===== src/rtl/evt_timer_pkg.sv =====
package evt_timer_pkg;
  localparam logic [7:0] OFS_ID     = 8'h00;
  localparam logic [7:0] OFS_TICKFS = 8'h04;
  localparam logic [7:0] OFS_GCFG   = 8'h08;
  localparam logic [7:0] OFS_STS    = 8'h0C;
  localparam logic [7:0] OFS_CNT_LO = 8'h10;
  localparam logic [7:0] OFS_CNT_HI = 8'h14;
  localparam int unsigned CH_FIRST_BLK = 2;

  localparam logic [3:0] W_CFG    = 4'h0;
  localparam logic [3:0] W_CMP_LO = 4'h4;
  localparam logic [3:0] W_CMP_HI = 4'h8;

  localparam int unsigned CB_IEN   = 0;
  localparam int unsigned CB_PER   = 1;
  localparam int unsigned CB_LVL   = 2;
  localparam int unsigned CB_SETV  = 3;
  localparam int unsigned CB_M32   = 4;
  localparam int unsigned CB_PCAP  = 5;
  localparam int unsigned CB_MCAP  = 6;
  localparam int unsigned CB_ROUTE = 8;

  localparam int unsigned ID_LEG_BIT = 8;

  typedef struct packed {
    logic ien;
    logic per;
    logic lvl;
    logic setv;
    logic m32;
  } ch_mode_t;
endpackage


===== src/rtl/evt_main_counter.sv =====
module evt_main_counter #(
  parameter int unsigned CW = 64
) (
  input  logic          clk,
  input  logic          rst_n,
  input  logic          run_i,
  input  logic          tick_i,
  input  logic          wr_lo_i,
  input  logic          wr_hi_i,
  input  logic [31:0]   wdata_i,
  output logic [CW-1:0] cnt_o,
  output logic [CW-1:0] cnt_nxt_o,
  output logic          adv_o
);
  logic [CW-1:0] cnt_q, cnt_n;
  logic          cnt_en;

  assign adv_o     = run_i & tick_i;
  assign cnt_nxt_o = cnt_q + 1'b1;
  assign cnt_o     = cnt_q;
  assign cnt_en    = adv_o | (~run_i & (wr_lo_i | wr_hi_i));

  always_comb begin
    cnt_n = cnt_q;
    if (adv_o) begin
      cnt_n = cnt_nxt_o;
    end else if (!run_i) begin
      if (wr_lo_i) cnt_n[31:0]    = wdata_i;
      if (wr_hi_i) cnt_n[CW-1:32] = wdata_i[CW-33:0];
    end
  end

  always_ff @(posedge clk or negedge rst_n) begin
    if (!rst_n)      cnt_q <= '0;
    else if (cnt_en) cnt_q <= cnt_n;
  end


  cnt_step_chk: assert property (@(posedge clk) disable iff (!rst_n)
    adv_o |=> cnt_q == $past(cnt_q) + 1'b1);


  cnt_hold_chk: assert property (@(posedge clk) disable iff (!rst_n)
    run_i && !tick_i |=> cnt_q == $past(cnt_q));
endmodule


===== src/rtl/evt_channel.sv =====
module evt_channel
  import evt_timer_pkg::*;
#(
  parameter bit          PCAP = 1'b1,
  parameter int unsigned RW   = 3
) (
  input  logic          clk,
  input  logic          rst_n,
  input  logic          cfg_we_i,
  input  logic          lo_we_i,
  input  logic          hi_we_i,
  input  logic [31:0]   wdata_i,
  input  logic          adv_i,
  input  logic [63:0]   cnt_nxt_i,
  input  logic          sts_clr_i,
  output logic [31:0]   cfg_o,
  output logic [63:0]   cmp_o,
  output logic [RW-1:0] route_o,
  output logic          sts_o
);
  ch_mode_t      mode_q, mode_n;
  logic [RW-1:0] route_q, route_n;
  logic [63:0]   match_q, match_n, prd_q, prd_n;
  logic          sts_q, sts_n;
  logic          hit, fire, to_match, mode_en, cmp_en;

  assign hit      = adv_i & (mode_q.m32 ? (cnt_nxt_i[31:0] == match_q[31:0])
                                        : (cnt_nxt_i == match_q));
  assign fire     = hit & mode_q.ien;
  assign to_match = ~mode_q.per | mode_q.setv;
  assign mode_en  = cfg_we_i | lo_we_i | hi_we_i;
  assign cmp_en   = hit | lo_we_i | hi_we_i;

  always_comb begin
    mode_n  = mode_q;
    route_n = route_q;
    match_n = match_q;
    prd_n   = prd_q;
    if (hit && mode_q.per) begin
      if (mode_q.m32) match_n[31:0] = match_q[31:0] + prd_q[31:0];
      else            match_n       = match_q + prd_q;
    end
    if (cfg_we_i) begin
      mode_n.ien  = wdata_i[CB_IEN];
      mode_n.per  = wdata_i[CB_PER] & PCAP;
      mode_n.lvl  = wdata_i[CB_LVL];
      mode_n.setv = wdata_i[CB_SETV] & PCAP;
      mode_n.m32  = wdata_i[CB_M32];
      route_n     = wdata_i[CB_ROUTE +: RW];
    end
    if (lo_we_i) begin
      if (to_match) match_n[31:0] = wdata_i;
      else          prd_n[31:0]   = wdata_i;
      if (mode_q.m32) mode_n.setv = 1'b0;
    end
    if (hi_we_i) begin
      if (to_match) match_n[63:32] = wdata_i;
      else          prd_n[63:32]   = wdata_i;
      mode_n.setv = 1'b0;
    end
    sts_n = mode_q.lvl ? ((sts_q & ~sts_clr_i) | fire) : fire;
  end

  always_ff @(posedge clk or negedge rst_n) begin
    if (!rst_n) begin
      mode_q  <= '0;
      route_q <= '0;
    end else if (mode_en) begin
      mode_q  <= mode_n;
      route_q <= route_n;
    end
  end

  always_ff @(posedge clk or negedge rst_n) begin
    if (!rst_n) begin
      match_q <= '0;
      prd_q   <= '0;
    end else if (cmp_en) begin
      match_q <= match_n;
      prd_q   <= prd_n;
    end
  end

  always_ff @(posedge clk or negedge rst_n) begin
    if (!rst_n) sts_q <= 1'b0;
    else        sts_q <= sts_n;
  end

  always_comb begin
    cfg_o                 = '0;
    cfg_o[CB_IEN]         = mode_q.ien;
    cfg_o[CB_PER]         = mode_q.per;
    cfg_o[CB_LVL]         = mode_q.lvl;
    cfg_o[CB_SETV]        = mode_q.setv;
    cfg_o[CB_M32]         = mode_q.m32;
    cfg_o[CB_PCAP]        = PCAP;
    cfg_o[CB_MCAP]        = 1'b0;
    cfg_o[CB_ROUTE +: RW] = route_q;
  end

  assign cmp_o   = match_q;
  assign route_o = route_q;
  assign sts_o   = sts_q;


  lvl_hold_chk: assert property (@(posedge clk) disable iff (!rst_n)
    mode_q.lvl && sts_q && !sts_clr_i |=> sts_q);


  edge_src_chk: assert property (@(posedge clk) disable iff (!rst_n)
    sts_q && !$past(mode_q.lvl) |-> $past(adv_i));


  oneshot_keep_chk: assert property (@(posedge clk) disable iff (!rst_n)
    !mode_q.per && !lo_we_i && !hi_we_i |=> match_q == $past(match_q));


  quiet_chk: assert property (@(posedge clk) disable iff (!rst_n)
    !mode_q.ien && !mode_q.lvl |=> !sts_q);
endmodule


===== src/rtl/evt_irq_route.sv =====
module evt_irq_route #(
  parameter int unsigned NCH    = 3,
  parameter int unsigned NLINES = 8,
  parameter int unsigned RW     = 3
) (
  input  logic [NCH-1:0]    ch_irq_i,
  input  logic [NCH*RW-1:0] route_i,
  input  logic              leg_en_i,
  output logic              leg_tmr_o,
  output logic              leg_clk_o,
  output logic [NLINES-1:0] line_o
);
  always_comb begin
    line_o = '0;
    for (int n = 0; n < NCH; n++) begin
      if (ch_irq_i[n] && !(leg_en_i && n < 2))
        line_o[route_i[n*RW +: RW]] = 1'b1;
    end
  end

  assign leg_tmr_o = leg_en_i & ch_irq_i[0];

  generate
    if (NCH > 1) begin : g_leg_clk
      assign leg_clk_o = leg_en_i & ch_irq_i[1];
    end else begin : g_no_leg_clk
      assign leg_clk_o = 1'b0;
    end
  endgenerate
endmodule


===== src/rtl/evt_timer.sv =====
module evt_timer
  import evt_timer_pkg::*;
#(
  parameter int unsigned NCH       = 3,
  parameter int unsigned NLINES    = 8,
  parameter logic [31:0] TICK_FS   = 32'd69841279,
  parameter logic [31:0] PCAP_MASK = 32'h3,
  parameter bit          LEG_CAP   = 1'b1
) (
  input  logic              clk,
  input  logic              rst_n,
  input  logic              tick_en,
  input  logic              reg_wr,
  input  logic [7:0]        reg_addr,
  input  logic [31:0]       reg_wdata,
  output logic [31:0]       reg_rdata,
  output logic              irq_leg_tmr,
  output logic              irq_leg_clk,
  output logic [NLINES-1:0] irq_line
);
  localparam int unsigned RW = $clog2(NLINES);
  localparam int unsigned CW = 64;

  logic              run_q, run_n, leg_q, leg_n, gcfg_we;
  logic [CW-1:0]     cnt, cnt_nxt;
  logic              adv;
  logic [NCH-1:0]    sts;
  logic [NCH*RW-1:0] routes;
  logic [31:0]       ch_cfg [NCH];
  logic [63:0]       ch_cmp [NCH];
  logic [31:0]       id_word;

  assign gcfg_we = reg_wr && (reg_addr == OFS_GCFG);
  assign run_n   = reg_wdata[0];
  assign leg_n   = reg_wdata[1] & LEG_CAP;
  assign id_word = 32'(NCH - 1) | (32'(LEG_CAP) << ID_LEG_BIT);

  always_ff @(posedge clk or negedge rst_n) begin
    if (!rst_n) begin
      run_q <= 1'b0;
      leg_q <= 1'b0;
    end else if (gcfg_we) begin
      run_q <= run_n;
      leg_q <= leg_n;
    end
  end

  evt_main_counter #(.CW(CW)) u_cnt (
    .clk       (clk),
    .rst_n     (rst_n),
    .run_i     (run_q),
    .tick_i    (tick_en),
    .wr_lo_i   (reg_wr && reg_addr == OFS_CNT_LO),
    .wr_hi_i   (reg_wr && reg_addr == OFS_CNT_HI),
    .wdata_i   (reg_wdata),
    .cnt_o     (cnt),
    .cnt_nxt_o (cnt_nxt),
    .adv_o     (adv)
  );

  generate
    for (genvar n = 0; n < NCH; n++) begin : g_ch
      logic blk;
      assign blk = reg_wr && (reg_addr[7:4] == 4'(n + CH_FIRST_BLK));
      evt_channel #(.PCAP(PCAP_MASK[n]), .RW(RW)) u_ch (
        .clk       (clk),
        .rst_n     (rst_n),
        .cfg_we_i  (blk && reg_addr[3:0] == W_CFG),
        .lo_we_i   (blk && reg_addr[3:0] == W_CMP_LO),
        .hi_we_i   (blk && reg_addr[3:0] == W_CMP_HI),
        .wdata_i   (reg_wdata),
        .adv_i     (adv),
        .cnt_nxt_i (cnt_nxt),
        .sts_clr_i (reg_wr && reg_addr == OFS_STS && reg_wdata[n]),
        .cfg_o     (ch_cfg[n]),
        .cmp_o     (ch_cmp[n]),
        .route_o   (routes[n*RW +: RW]),
        .sts_o     (sts[n])
      );
    end
  endgenerate

  evt_irq_route #(.NCH(NCH), .NLINES(NLINES), .RW(RW)) u_route (
    .ch_irq_i  (sts),
    .route_i   (routes),
    .leg_en_i  (leg_q),
    .leg_tmr_o (irq_leg_tmr),
    .leg_clk_o (irq_leg_clk),
    .line_o    (irq_line)
  );

  always_comb begin
    reg_rdata = '0;
    case (reg_addr)
      OFS_ID:     reg_rdata = id_word;
      OFS_TICKFS: reg_rdata = TICK_FS;
      OFS_GCFG:   reg_rdata = {30'b0, leg_q, run_q};
      OFS_STS:    reg_rdata = 32'(sts);
      OFS_CNT_LO: reg_rdata = cnt[31:0];
      OFS_CNT_HI: reg_rdata = cnt[63:32];
      default:    reg_rdata = '0;
    endcase
    for (int n = 0; n < NCH; n++) begin
      if (reg_addr[7:4] == 4'(n + CH_FIRST_BLK)) begin
        case (reg_addr[3:0])
          W_CFG:    reg_rdata = ch_cfg[n];
          W_CMP_LO: reg_rdata = ch_cmp[n][31:0];
          W_CMP_HI: reg_rdata = ch_cmp[n][63:32];
          default:  reg_rdata = '0;
        endcase
      end
    end
  end
endmodule


===== config.mk =====
export PLATFORM = sky130hd
export DESIGN_NAME = evt_timer
export DESIGN_NICKNAME = d
export VERILOG_FILES = /design/src/rtl/evt_timer_pkg.sv /design/src/rtl/evt_main_counter.sv /design/src/rtl/evt_channel.sv /design/src/rtl/evt_irq_route.sv /design/src/rtl/evt_timer.sv
export SDC_FILE = /design/constraint.sdc
export NUM_CORES = 1
export LEC_CHECK = 0
export ABC_AREA = 0
export ABC_CLOCK_PERIOD_IN_PS = 4630
export BUFFER_PORTS_ARGS = -buffer_cell sky130_fd_sc_hd__buf_2
export CORE_ASPECT_RATIO = 1.75
export CORE_UTILIZATION = 65
export DETAILED_ROUTE_END_ITERATION = 10
export PLACE_DENSITY = 0.87
export SLEW_MARGIN = 15
export SYNTH_ARGS = -nofsm -noshare
export SYNTH_HDL_FRONTEND = slang
export SYNTH_SLANG_ARGS = --single-unit

===== constraint.sdc =====
create_clock -name clk -period 4.63 [get_ports clk]
set_input_delay 0.463 -clock clk [delete_from_list [all_inputs] [get_ports clk]]
set_output_delay 0.463 -clock clk [all_outputs]
set_load 0.05 [all_outputs]

==> results of run 1 <==
==> routing by layer <==
layer / GRT usage, % / overflow
met4: 65.0 / 0
met1: 73.8 / 0
met5: 11.9 / 0
met2: 88.7 / 1
met3: 47.3 / 0
==> through the flow <==
stage / area, sq um / setup slack, ns / util (%) / hold WS [ns]
3_3_place_gp: 35500 / 0.0461 / 71.2 / 0.491
2_1_floorplan: 32900 / 0.631 / - / 0.167
3_5_place_dp: 35500 / 0.0376 / 71.2 / 0.499
4_1_cts: 37000 / 0.0200 / 74.3 / 0.355
==> cell families after synthesis <==
logic type	share of synthesized area, %
xor+xnor	9.25
fa+ha+maj	4.94
flops	31.3
mux	11.5
simple gates	17.2
buf+inv	4.60
compound gates	21.2
==> timing repair <==
item / 4_1_cts
setup buffers: 0
hold endpoints to repair: 80
hold buffers: 1
gates resized for setup: 2
setup endpoints to repair: 4
==> results.cfg, run 1 <==
[status]
failing_step = 5_1_grt
status = stopped before the end
error = [ERROR GRT-0116] Global routing finished with congestion. Check the congestion regions in the DRC Viewer.

[grt]
grt_pass1_wl_microns = 259000
grt_overflow_total = 1
grt_max_degree = 97
grt_pass1_vias = 37000
grt_use_total_pct = 69.5

[floorplan]
num_rows = 108
dieHeight_microns = 300
die_x_microns = 172
io_pins = 86
start_util_pct = 66.1

[placement]
dpl.hpwl_microns = 117000
numPortBuffers = 85
gp_congestion = 1.16
numPlacedInstances = 4526

[synth]
synth.top_cell.area_share_pct = 31.3
syn_area_sq_um = 32900
synth_most_common_cell = dfrtp_1
ys_seq_area_share_pct = 31.3
postSynthCellCount = 3770
synth_top_flop_cell = dfrtp_1
synthArstFlopShare_pct = 100
synth_area_per_cell_sq_um = 8.74
synth_top_area_cell = dfrtp_1
syn_nets = 3943
synth_edf_count = 0
synth_cell_types = 90
synth-seq-cells = 412
yosysWarnings = 0
synth_area_leaders = dfrtp_1 (31%), mux2_2 (7.3%), xnor2_1 (5.6%), ha_1 (4.8%), a21oi_1 (4.2%)
synthTopCellsByCount = dfrtp_1 (412), nand2_1 (319), a21oi_1 (276), nor2_1 (238), o21ai_0 (233)

[clocking]
numCtsBuffers = 42
cts_root_buf = clkbuf_16
cts_buffer_depth = 3
cts_max_level = 2
cts.sinks = 412
==> run 2: changes to the inputs <==
CORE_ASPECT_RATIO = unset   (was 1.75)
CORE_UTILIZATION = 40   (was 65)
PLACE_DENSITY = unset   (was 0.87)
PLACE_DENSITY_LB_ADDON = 0.15   (was unset)
==> run 2 against run 1 <==
The run now ends clean. Synthesized area unchanged. Synthesized cell count unchanged.
==> results.cfg, run 2 <==
[setup_path]
path_cells = buf_4, and4_1, nand4_1, buf_4, nor2_1, xor3_1, a2111oi_0, nand4_1, nor4b_2, buf_4, nand3b_1, nor3_2, buf_4, buf_12, mux2i_1, o21ai_0
crit_path_end_kind = flop
rrSetupSlack_ns = 0.04
criticalPathCategory = reg -> reg
path_common_cell = buf_4
cp.depth = 16
crit_path_top_delay_cell = a2111oi_0
r2r_cells = 16
critPathArrivalTime_ns = 5.08
cp_data_required_time_ns = 5.11
timing.rr.end = g_ch[1].u_ch.cmp_o[58]
crit_path_max_incr_delay_ns = 0.48
r2r_start = u_cnt.cnt_o[12]
critPathTopFamily = simple AND/OR/NAND/NOR gates
crit_fanout = 12
crit_buf_inv = 5
crit_path_start_kind = flop

[placement]
numPlacedInstances = 4948
gp_congestion = 1.04
dpl.hpwl_microns = 121000
numPortBuffers = 85

[grt]
grt_use_total_pct = 38.2
grtUsageMet3_pct = 8.08
grt_pass1_wl_microns = 227000
grt_max_degree = 103
antenna_found_initial = 14
grtUsageMet2_pct = 55.9
grt.busiest_layer = met2
grt_pass1_vias = 30600
grt_overflow_total = 0
use_met1_pct = 52.6

[worst_hold_path]
hp-class = in -> reg
min_to = g_ch[0].u_ch.sts_o
min_delay_path_depth = 3
hp-start = reg_wr

[pwr]
vdd_drop_max_uv = 283
leakage_nw = 17.3
power_density_nw_per_um2 = 275
fin_total_pwr_mw = 10.5

[sta]
rsz0062_at_grt = no
fmax_mhz = 218
fin_crit_ns = 4.59
maxSlewHeadroom_pct = 24.1
finalSetupTns_ns = 0
clock_skew_ns = 0.0313
tightest_slew_ns = 1.13
hold_viol = 0
maxSlewViolCount = 0
final.period_utilization_pct = 99.2
setup_viol = 0
holdWs_ns = 0.297

[synth]
synthTopCellsByCount = dfrtp_1 (412), nand2_1 (319), a21oi_1 (276), nor2_1 (238), o21ai_0 (233)
synth_area_leaders = dfrtp_1 (31%), mux2_2 (7.3%), xnor2_1 (5.6%), ha_1 (4.8%), a21oi_1 (4.2%)
synth_area_per_cell_sq_um = 8.74
syn_nets = 3943
ys_seq_area_share_pct = 31.3
syn_area_sq_um = 32900
synth.top_cell.area_share_pct = 31.3
synth_top_flop_cell = dfrtp_1
synth_cell_types = 90
synth_edf_count = 0
postSynthCellCount = 3770
synth_top_area_cell = dfrtp_1
synthArstFlopShare_pct = 100
synth-seq-cells = 412
yosysWarnings = 0
synth_most_common_cell = dfrtp_1

[clocking]
cts.sinks = 412
clock_latency_ns = 0.66
clkSlewWorstSetupHoldPaths_ns = 0.06
cts_max_level = 2
cts_root_buf = clkbuf_16
cts_tree = done
numCtsBuffers = 52
cts_buffer_depth = 3

[finish]
syn_to_final_growth_pct = 15.6
final_util_pct = 47.0
fillers = 8018
layout_common_cells = dfrtp_1 (411), nand2_1 (318), buf_4 (312)
largest_reg_flops = 192
fin_nets = 4117
stdcell_count = 5047
final_common_cell = dfrtp_1
drive_gt1_share_pct = 19.5

[status]
status = finished, final reports clean

[floorplan]
core-area_sq_um = 81100
io_pins = 86
num_rows = 104
dieHeight_microns = 289
die_x_microns = 289
start_util_pct = 40.6
fp.dieArea_sq_um = 83500

[detailed_routing]
routed_via_density = 6.47
drc = 0
num_vias = 32700
postRouteAntennaNets = 0
drt_iter0_drc = 4261
wirelength_microns = 162000
drt_pre_antenna_iters = 7
post_drt_wl_per_cell_microns = 32.1

[job]
maxCapViolCount = 0
-- run 2: worst max path at each step --
stage	from	end
after floorplan	g_ch[1].u_ch.cmp_o[19]	g_ch[1].u_ch.cmp_o[59]
after global placement	u_cnt.cnt_o[9]	g_ch[0].u_ch.cmp_o[29]
after detailed placement	u_cnt.cnt_o[9]	g_ch[1].u_ch.cmp_o[19]
after CTS	u_cnt.cnt_o[12]	g_ch[1].u_ch.cmp_o[58]
after global routing	u_cnt.cnt_o[17]	g_ch[0].u_ch.cmp_o[10]
final	u_cnt.cnt_o[12]	g_ch[1].u_ch.cmp_o[58]
-- run 2: power breakdown --
group | internal [mW] | switching, mW | total, mW
clock | 2.58 | 1.82 | 4.39
sequential | 3.76 | 0.320 | 4.08
combinational | 0.699 | 1.31 | 2.01
-- run 2: final cells by class --
type / instances / area (sq um) / area share [%]
Timing Repair Buffer: 415 / 3130 / 8.22
Clock inverter: 23 / 310 / 0.815
Antenna cell: 3 / 7.51 / 0.0197
Clock buffer: 71 / 1480 / 3.89
Multi-Input combinational cell: 2994 / 21200 / 55.8
Inverter: 69 / 259 / 0.680
Tap cell: 1060 / 1330 / 3.48
Sequential cell: 412 / 10300 / 27.1
-- run 2: layer usage --
layer / vias to the layer above / share of wire, %
li1: 14300 / -
met1: 16200 / 42
met2: 1804 / 41
met3: 367 / 10
met4: 2 / 6.0
met5: - / 0.0099
-- run 2: tightest hold or removal path: cells and delay by family --
| family | cells | cell delay [ns] |
|---|---|---|
| AND/OR/NAND/NOR | 1 | 0.11 |
| AO/OA/AOI/OAI | 1 | 0.16 |
| buffers and inverters | 1 | 0.19 |
-- run 2: cells by family after synthesis --
group	after synthesis	synth area share, %
compound gates	1065	21.2
xor+xnor	337	9.25
fa+ha+maj	129	4.94
buf+inv	364	4.60
flops	412	31.3
mux	352	11.5
simple gates	1111	17.2
-- run 2: timing repair --
item / 4_1_cts / 5_1_grt
hold buffers: 1 / 0
pin swaps: 0 / 3
hold endpoints to repair: 95 / 0
buffers inserted: 0 / 1
gates cloned: 0 / 0
resized for setup: 3 / 14
setup endpoints to repair: 89 / 127
-- run 2: through the flow --
stage | cell area (sq um) | setup WS (ns)
global placement | 36200 | -0.104
detailed placement | 36200 | -0.0507
global route | 38100 | 0.00261
CTS | 38000 | 0.0259
finish | 38100 | 0.0368
floorplan | 32900 | 0.631
Power figures use the tool's default switching activity.
==> run 3: changes to the inputs <==
REMOVE_ABC_BUFFERS = 1   (was unset)
==> run 3 against run 2 <==
Clock-buffer cell count decreased by 6. Combinational power decreased by 3%. Critical path depth unchanged. Total power increased by 4.3%. Fmax increased by 1.0%. Flip-flop and latch count unchanged. First-iteration DRC count decreased by 6.7%. Via count increased by 0.27%.
==> results.cfg, run 3 (synthesized netlist as in run 2, its figures left out) <==
[setup_path]
crit_path_end_kind = flop
crit_start = u_cnt.cnt_o[1]
critPathArrivalTime_ns = 5.05
criticalPathCategory = reg -> reg
rrSetupSlack_ns = 0.08
cp.depth = 16
r2r_cells = 16
path_common_cell = buf_4
cp_data_required_time_ns = 5.13
crit_path_start_kind = flop
crit_path_top_delay_cell = dfrtp_1
crit_buf_inv = 4
setup.worst_path.end = g_ch[0].u_ch.cmp_o[42]
critPathTopFamily = simple AND/OR/NAND/NOR gates
timing.rr.end = g_ch[0].u_ch.cmp_o[42]
crit_path_max_incr_delay_ns = 0.44
r2r_start = u_cnt.cnt_o[1]
path_cells = ha_2, nand4_1, buf_4, nor3_1, buf_4, nand4_1, xnor2_1, a32o_1, or4_1, nor4b_2, nand4_2, nor4_4, buf_4, buf_6, mux2i_1, a21oi_1
crit_fanout = 21

[floorplan]
start_util_pct = 40.6
core-area_sq_um = 81100
io_pins = 86
dieHeight_microns = 289
die_x_microns = 289
num_rows = 104
fp.dieArea_sq_um = 83500

[sta]
clock_skew_ns = 0.0291
final.period_utilization_pct = 98.2
fin_crit_ns = 4.55
hold_viol = 0
setup_viol = 0
maxSlewViolCount = 0
fmax_mhz = 220
tightest_slew_ns = 1.22
holdWs_ns = 0.311
maxSlewHeadroom_pct = 18.6

[finish]
fillers = 8006
largest_reg_flops = 192
multi_input_area_sq_um = 21300
fin_nets = 4072
drive_gt1_share_pct = 19.4
final_common_cell = dfrtp_1
register_area_sq_um = 10300
syn_to_final_growth_pct = 15.5
layout_common_cells = dfrtp_1 (402), nand2_1 (318), a21oi_1 (276)

[worst_hold_path]
hp-class = in -> reg

[grt]
grt_pass1_vias = 30700
antenna_found_initial = 7
grt_max_degree = 88
grt_use_total_pct = 38.0
grt_pass1_wl_microns = 227000
grt_overflow_total = 0

[clocking]
cts_max_level = 2
cts.sinks = 412
cts_tree = done
cts_root_buf = clkbuf_16
cts_buffer_depth = 3
numCtsBuffers = 53
clkSlewWorstSetupHoldPaths_ns = 0.06
clock_latency_ns = 0.65

[detailed_routing]
post_drt_wl_per_cell_microns = 32.1
routed_via_density = 6.54
wirelength_microns = 161000
drt_iter0_drc = 3974
num_vias = 32800
drc = 0
drt_pre_antenna_iters = 6
postRouteAntennaNets = 0

[status]
status = finished, final reports clean

[pwr]
leakage_nw = 17.3
power_density_nw_per_um2 = 287
fin_total_pwr_mw = 10.9
vdd_drop_max_uv = 302

[placement]
numPortBuffers = 85
dpl.hpwl_microns = 119000
gp_congestion = 1.08

[job]
maxCapViolCount = 0
==> run 3: cell types whose count changed in the layout (fill, tap and decap cells not counted), moves of 3 or more <==
cell	before	now
buf_4	312	261
dfrtp_1	411	402
dfrtp_2	1	10
clkbuf_1	8	1
bufinv_16	6	12
clkinvlp_4	3	9
clkbuf_16	52	56
nand3_1	105	101
nand3_2	3	7
or4_1	15	12
or4_4	0	3
==> run 3: area by class of cell <==
type | instances | share of cell area, %
Sequential cell | 412 | 27.1
Inverter | 69 | 0.680
Timing Repair Buffer | 369 | 7.44
Multi-Input combinational cell | 2994 | 55.9
Antenna cell | 3 | 0.0197
Clock inverter | 35 | 1.36
Tap cell | 1060 | 3.48
Clock buffer | 65 | 3.95
==> run 3: through the flow <==
stage	TNS [ns]	setup WS (ns)	std cells	utilization [%]	instance area, sq um
5_1_grt	-0.106	-0.0245	5004	46.9	38100
3_5_place_dp	-0.429	-0.0466	4895	44.2	35800
3_3_place_gp	-0.00706	-0.00600	4895	44.2	35800
6_report	0	0.0826	5007	47.0	38100
4_1_cts	0	0.0814	4996	46.7	37900
2_1_floorplan	-511.61	-3.23	3475	-	31700
==> run 3: timing repair <==
item / in CTS / in global routing
pin swaps: 0 / 4
endpoints found under the hold margin: 81 / 0
setup endpoints to repair: 26 / 117
gates resized for setup: 1 / 36
cloned: 0 / 1
setup buffers: 0 / 7
hold buffers: 1 / 0
==> run 3: power breakdown <==
group          internal, mW  switching, mW
registers              3.77          0.367
clock network          2.98           1.89
logic                 0.693           1.24
total                  7.44           3.50
==> run 3: tightest hold or removal path, delay by kind of cell <==
kind / cells / cell delay [ns]
buf+inv: 1 / 0.18
compound gates: 1 / 0.16
simple gates: 1 / 0.11
==> run 3: per-layer routing <==
| metal | up-vias | global-route usage (%) | part of all wire [%] |
|---|---|---|---|
| li1 | 14300 | - | - |
| met1 | 16100 | 52.3 | 42 |
| met2 | 1937 | 54.4 | 41 |
| met3 | 421 | 7.93 | 10 |
| met4 | 4 | 22.6 | 6.9 |
| met5 | - | 0 | 0.012 |
==> run 3: worst min-delay path by stage <==
stage | from | slack [ns] | cells past startpoint | to
final | reg_wr | 0.31 | 3 | g_ch[0].u_ch.sts_o
after global routing | reg_wr | 0.33 | 3 | g_ch[0].u_ch.sts_o
after CTS | reg_wr | 0.28 | 3 | g_ch[0].u_ch.sts_o
after detailed placement | g_ch[0].u_ch.prd_q[48] | 0.50 | 1 | g_ch[0].u_ch.prd_q[48]
after global placement | g_ch[0].u_ch.prd_q[32] | 0.49 | 1 | g_ch[0].u_ch.prd_q[32]
after floorplan | rst_n | 0.17 | 0 | g_ch[0].u_ch.cfg_o[0]
